==> src/rtl/csync_gen.sv <==
module csync_gen #(
  parameter int LINE_SLOTS = 114,
  parameter int HS_START   = 4,
  parameter int HS_WIDTH   = 8
) (
  input  logic       clk,
  input  logic       rst_n,
  input  logic       slot_en,
  input  logic [2:0] cmd,
  output logic       hsync,
  output logic       vsync,
  output logic       csync,
  output logic       blank
);
  localparam int CW = $clog2(LINE_SLOTS);
  localparam int HS_END = HS_START + HS_WIDTH;
  localparam logic [2:0] CODE_VS = 3'b001;
  localparam logic [2:0] CODE_HS = 3'b010;

  logic [CW-1:0] lpos;
  logic          hs_prev;
  logic          disp;
  logic          hs_code;

  assign hs_code = (cmd == CODE_HS);

  always_ff @(posedge clk) begin
    if (!rst_n) begin
      lpos    <= '0;
      vsync   <= 1'b0;
      hs_prev <= 1'b0;
      disp    <= 1'b0;
    end else if (slot_en) begin
      if (hs_code && !hs_prev)
        lpos <= CW'(HS_START);
      else if (lpos == CW'(LINE_SLOTS - 1))
        lpos <= '0;
      else
        lpos <= lpos + CW'(1);
      vsync   <= (cmd == CODE_VS);
      hs_prev <= hs_code;
      disp    <= cmd[2];
    end
  end

  assign hsync = (int'(lpos) >= HS_START) && (int'(lpos) < HS_END);
  assign csync = hsync ^ vsync;
  assign blank = hsync | vsync | ~disp;
endmodule


==> config.mk <==
export PLATFORM = sky130hd
export DESIGN_NAME = csync_gen
export DESIGN_NICKNAME = d
export VERILOG_FILES = /design/src/rtl/csync_gen.sv
export SDC_FILE = /design/constraint.sdc
export NUM_CORES = 1
export LEC_CHECK = 0
export ABC_AREA = 1
export CORE_AREA = 2 2 45 47
export DETAILED_ROUTE_END_ITERATION = 10
export DIE_AREA = 0 0 47 49
export PLACE_DENSITY = 0.51
export SLEW_MARGIN = 30
export SYNTH_ARGS = -nofsm -noshare
export SYNTH_HDL_FRONTEND = slang
export SYNTH_SLANG_ARGS = --single-unit
==> constraint.sdc <==
create_clock -name clk -period 1.3 [get_ports clk]
set_input_delay 0.26 -clock clk [delete_from_list [all_inputs] [get_ports clk]]
set_output_delay 0.26 -clock clk [all_outputs]
set_load 0.05 [all_outputs]
# After elaboration in Yosys (flattened, before gate mapping)
# Index checks and enable logic that the tools add are counted.
[word_totals]
regBits = 10
inputBits = 6
output_inout_bits = 4
word_cells = 19
[classes]
n_addsub = 1
order_cmp = 2
eq_ne = 3
n_mux = 2
bitwise_logic = 4
reduce_logical = 3
[op_table]
columns = ["op", "n"]
rows = [
  ["7-bit 2-to-1 mux", 2],
  ["7-bit by 1-bit adder with 7-bit output, second input constant", 1],
  ["7-bit equality test, second input constant", 1],
  ["7-bit by 3-bit >= comparator with 1-bit output, second input constant", 1],
  ["7-bit by 4-bit less-than comparator with 1-bit output, second input constant", 1],
  ["3-bit by 1-bit equality test with 1-bit output, second input constant", 1],
  ["3-bit by 2-bit equality test with 1-bit output, second input constant", 1],
  ["1-bit logical AND", 2],
  ["1-bit bitwise OR", 2],
  ["1-bit logical NOT", 1],
  ["1-bit NOT", 1],
  ["1-bit XOR", 1],
]

# Logic depth before layout (Yosys ltp)
[logic_depth]
depth_word = 4
ltp_mapped = 9
ltp_nobuf = 9

# Worst setup path after synthesis
# OpenSTA, ideal clock, no wires.
[synth_path]
kind = "register to output"
start = "register vsync"
end = "output port csync"
t_arrival_ns = 1.288
t_required_ns = 1.040
setup_slack_ns = -0.248
stages_incl_launch_ff = 3
path_buffers = 0
cell_sequence = "dfxtp_1 inv_1 ha_1"
[synth_via]
elab_chain_len = 1
[synth_lines]
columns = ["element", "line_no", "source"]
rows = [
  ["start: declaration", "11", "output logic vsync,"],
  ["start signal: assignment", "40", "vsync <= (cmd == CODE_VS);"],
  ["1-bit XOR", "47", "assign csync = hsync ^ vsync;"],
  ["end: declaration", "12", "output logic csync,"],
]
# No other way between the ends.

# Worst setup path in the final report
[layout_path]
start = "register lpos[2]"
end = "output port csync"
[layout_via]
elab_chain_len = 3
elab_cells_between_ends = 4
[layout_lines]
columns = ["element", "line_no", "source"]
rows = [
  ["start: declaration", "20", "logic [CW-1:0] lpos;"],
  ["start signal: assignment", "35", "lpos <= CW'(HS_START);"],
  ["start signal: assignment", "39", "lpos <= lpos + CW'(1);"],
  ["7-bit by 3-bit >= comparator with 1-bit output or 7-bit by 4-bit less-than comparator with 1-bit output (tied branches)", "46", "assign hsync = (int'(lpos) >= HS_START) && (int'(lpos) < HS_END);"],
  ["1-bit logical AND *", "46", ""],
  ["1-bit XOR *", "47", ""],
]
# Mark *: on every way between the ends. The rest lies on a longest branch, timed or not.

==> flow_summary_export.csv <==
group,metric,value,unit
route,wl_per_cell,9.39,µm
route,dr_total_vias,628,
pwr,p_per_area,855,nW/µm²
synthesis,synthTopCellsByCount,"nand2_1 (20), inv_1 (13), dfxtp_1 (10)",
route,drt-initial-drc-count,7,
synthesis,synthCells,82,
synthesis,synthFlopType,"dfxtp_1",
die,start_util,0.322,
grt,grt_max_degree,8,
clock_tree,cts_tree,"done",
clock_tree,worst_setup_hold_path_clk_slew,0.07,ns
sta,clock.fmax,614,MHz
worst_setup_path,path_cells,"inv_2 > nand2_2 > nand4_1 > ha_4 > buf_12",
clock_tree,cts.path.max_buffers,2,
die,dieArea,2300,µm²
route,vias_per_cell,4.36,
grt,gr-total-overflow,0,
synthesis,synth_fp_nets,92,
route,route.detailed.drc,0,
die,fp.dieH,49,µm
sta,setup_viol,3,
worst_setup_path,critPathMaxFanout,3,
sta,setup_ws,-0.328,ns
grt,first_global_vias,584,
synthesis,synth_top_area_share,0.338,
die,fp.dieW,47,µm
finish,final_util,0.540,
route,dr.pass1.iters,4,
worst_setup_path,path_class,"register to output port",
grt,grtUsageTotal,0.143,
place,port_buffers,9,
synthesis,synth_top_cell_by_area,"dfxtp_1",
worst_setup_path,setup.worst_path.start_class,"register",
finish,finalInstanceArea,995,µm²
clock_tree,cts_buffers,3,
die,core-area,1840,µm²
synthesis,synthArstFlopShare,0,
route,drtAntennaViolNets,0,
synthesis,synth.yosys.seq_area_share,0.338,
place,dp_hpwl,1110,µm
clock_tree,hold_buffers,0,
clock_tree,cts_root_buf,"clkbuf_4",
min_path,hold_path.class,"register to register",
sta,rsz0062_at_grt,"true",
finish,area_growth,67.7,%
die,io_pins,10,
place,placed_cell_area,891,µm²
synthesis,synthesis.area,593,µm²
worst_setup_path,cp.arrival,1.37,ns
route,drt-total-wl,1350,µm
place,routabilityCongestion,0.697,
sta,fin_worst_skew,0.00469,ns
worst_setup_path,crit_family,"flip-flops",
synthesis,yosysMostFrequentCell,"nand2_1",
synthesis,syn-mean-instance-area,7.23,µm²
worst_setup_path,cpPeakStageDelay,0.35,ns
pwr,ir_drop,466,µV
worst_setup_path,timing.critical_path.to_type,"output port",
die,fp-row-count,16,
finish,diodes,0,
clock_tree,htree_levels,1,
finish,drive_gt1_frac,0.444,
sta,finalCriticalPeriod,1.63,ns
worst_setup_path,r2r_slack,0.05,ns
synthesis,synth-edff-count,0,
grt,grt_pass1_wl,2420,µm
synthesis,ys_types,18,
worst_setup_path,crit_path_top_delay_cell,"dfxtp_2",
sta,final_max_slew_viol_count,0,
synthesis,yosys-top-cells-area,"dfxtp_1 (34%), nand2_1 (13%), ha_1 (8.4%)",
sta,hold_viol,0,
synthesis,yosys_warnings,0,
outcome,status,"finished, violations left",
worst_setup_path,worstPathRequired,1.04,ns
synthesis,synth_seq_cells,10,
clock_tree,clkSinkCount,10,
grt,antenna_found_initial,0,
finish,nets,128,
pwr,p_leak,0.462,nW
sta,relSlewSlack,0.870,
outcome,violations,"negative setup slack",
job,cap_viol_max_count,0,
sta,tightestPinTransition,0.194,ns
sta,fin_crit_sh,1.25,
clock_tree,clk_latency,0.27,ns
worst_setup_path,critPathBufInv,2,
## stage by stage
stage	hold WS [ns]	setup TNS [ns]	total power (W)	cells	worst slack, ns
6_report	0.476	-0.848	0.000850	144	-0.328
5_1_grt	0.499	-1.05	0.000883	144	-0.389
4_1_cts	0.479	-0.933	0.000854	141	-0.356
3_5_place_dp	0.466	-0.993	0.000548	135	-0.150
3_3_place_gp	0.459	-0.787	0.000546	135	-0.124
2_1_floorplan	0.395	-0.0549	0.000441	82	-0.0549
## state kept, by name, summed over array words and instances (netlist names)
name     flops
hs_prev      1
disp         1
lpos         7
vsync        1
## where the power goes
group / leakage, nW / internal, W / switching (W)
clock: 0.0210 / 0.000170 / 0.000123
combinational: 0.357 / 0.000117 / 0.000108
sequential: 0.0840 / 0.000321 / 0.0000113
total: 0.462 / 0.000608 / 0.000242
## layer usage
metal,vias to the layer above,GRT usage,part of all wire
met5,-,0,0
met4,0,0.0556,0.015
met3,2,0.0481,0.067
met2,19,0.224,0.49
met1,279,0.177,0.42
li1,328,-,-
## repair_timing
| item | 4_1_cts | 5_1_grt |
|---|---|---|
| pin swaps | 4 | 3 |
| resized for setup | 8 | 7 |
| setup buffers | 2 | 3 |
| setup endpoints to repair | 3 | 7 |
## layout by cell type (no fill, tap or decap), drive strengths merged
cell type       n
nor2           10
a211oi          2
nor3            2
nand2          20
nand3           4
o21ai           3
xor2            1
clkdlybuf4s50   5
dfxtp          10
nand4           3
or2             1
inv            15
bufinv          1
a21oi           6
clkbuf          4
ha              4
buf            26
## path summary, 6_finish.rpt
path,startpoint,cells past startpoint,to
worst max-delay path,lpos[2],5,csync
worst min-delay path,hs_prev,2,hs_prev
worst max register to register,lpos[2],9,lpos[1]
worst min register to register,hs_prev,2,hs_prev
## kinds of logic (layout without fill, tap and decap cells)
logic type,count (synthesis),count (layout),share of synthesized area
AO/OA/AOI/OAI,11,11,0.101
XOR/XNOR,1,1,0.0148
adder cells (fa/ha/maj),4,4,0.0844
buffers and inverters,16,51,0.129
flip-flops,10,10,0.338
AND/OR/NAND/NOR,40,40,0.333
## worst min-delay path: cells and delay by family (launching register included)
kind	cells	cell delay (ns)
buffers and inverters	1	0.06
flip-flops	1	0.30
AO/OA/AOI/OAI	1	0.06
## area by class of cell
type | count | area, µm²
Timing Repair Buffer | 31 | 295
Multi-Input combinational cell | 56 | 344
Sequential cell | 10 | 206
Tap cell | 27 | 33.8
Fill cell | 186 | 847
Inverter | 16 | 78.8
Clock buffer | 4 | 36.3
(Power assumes the default switching activity.)
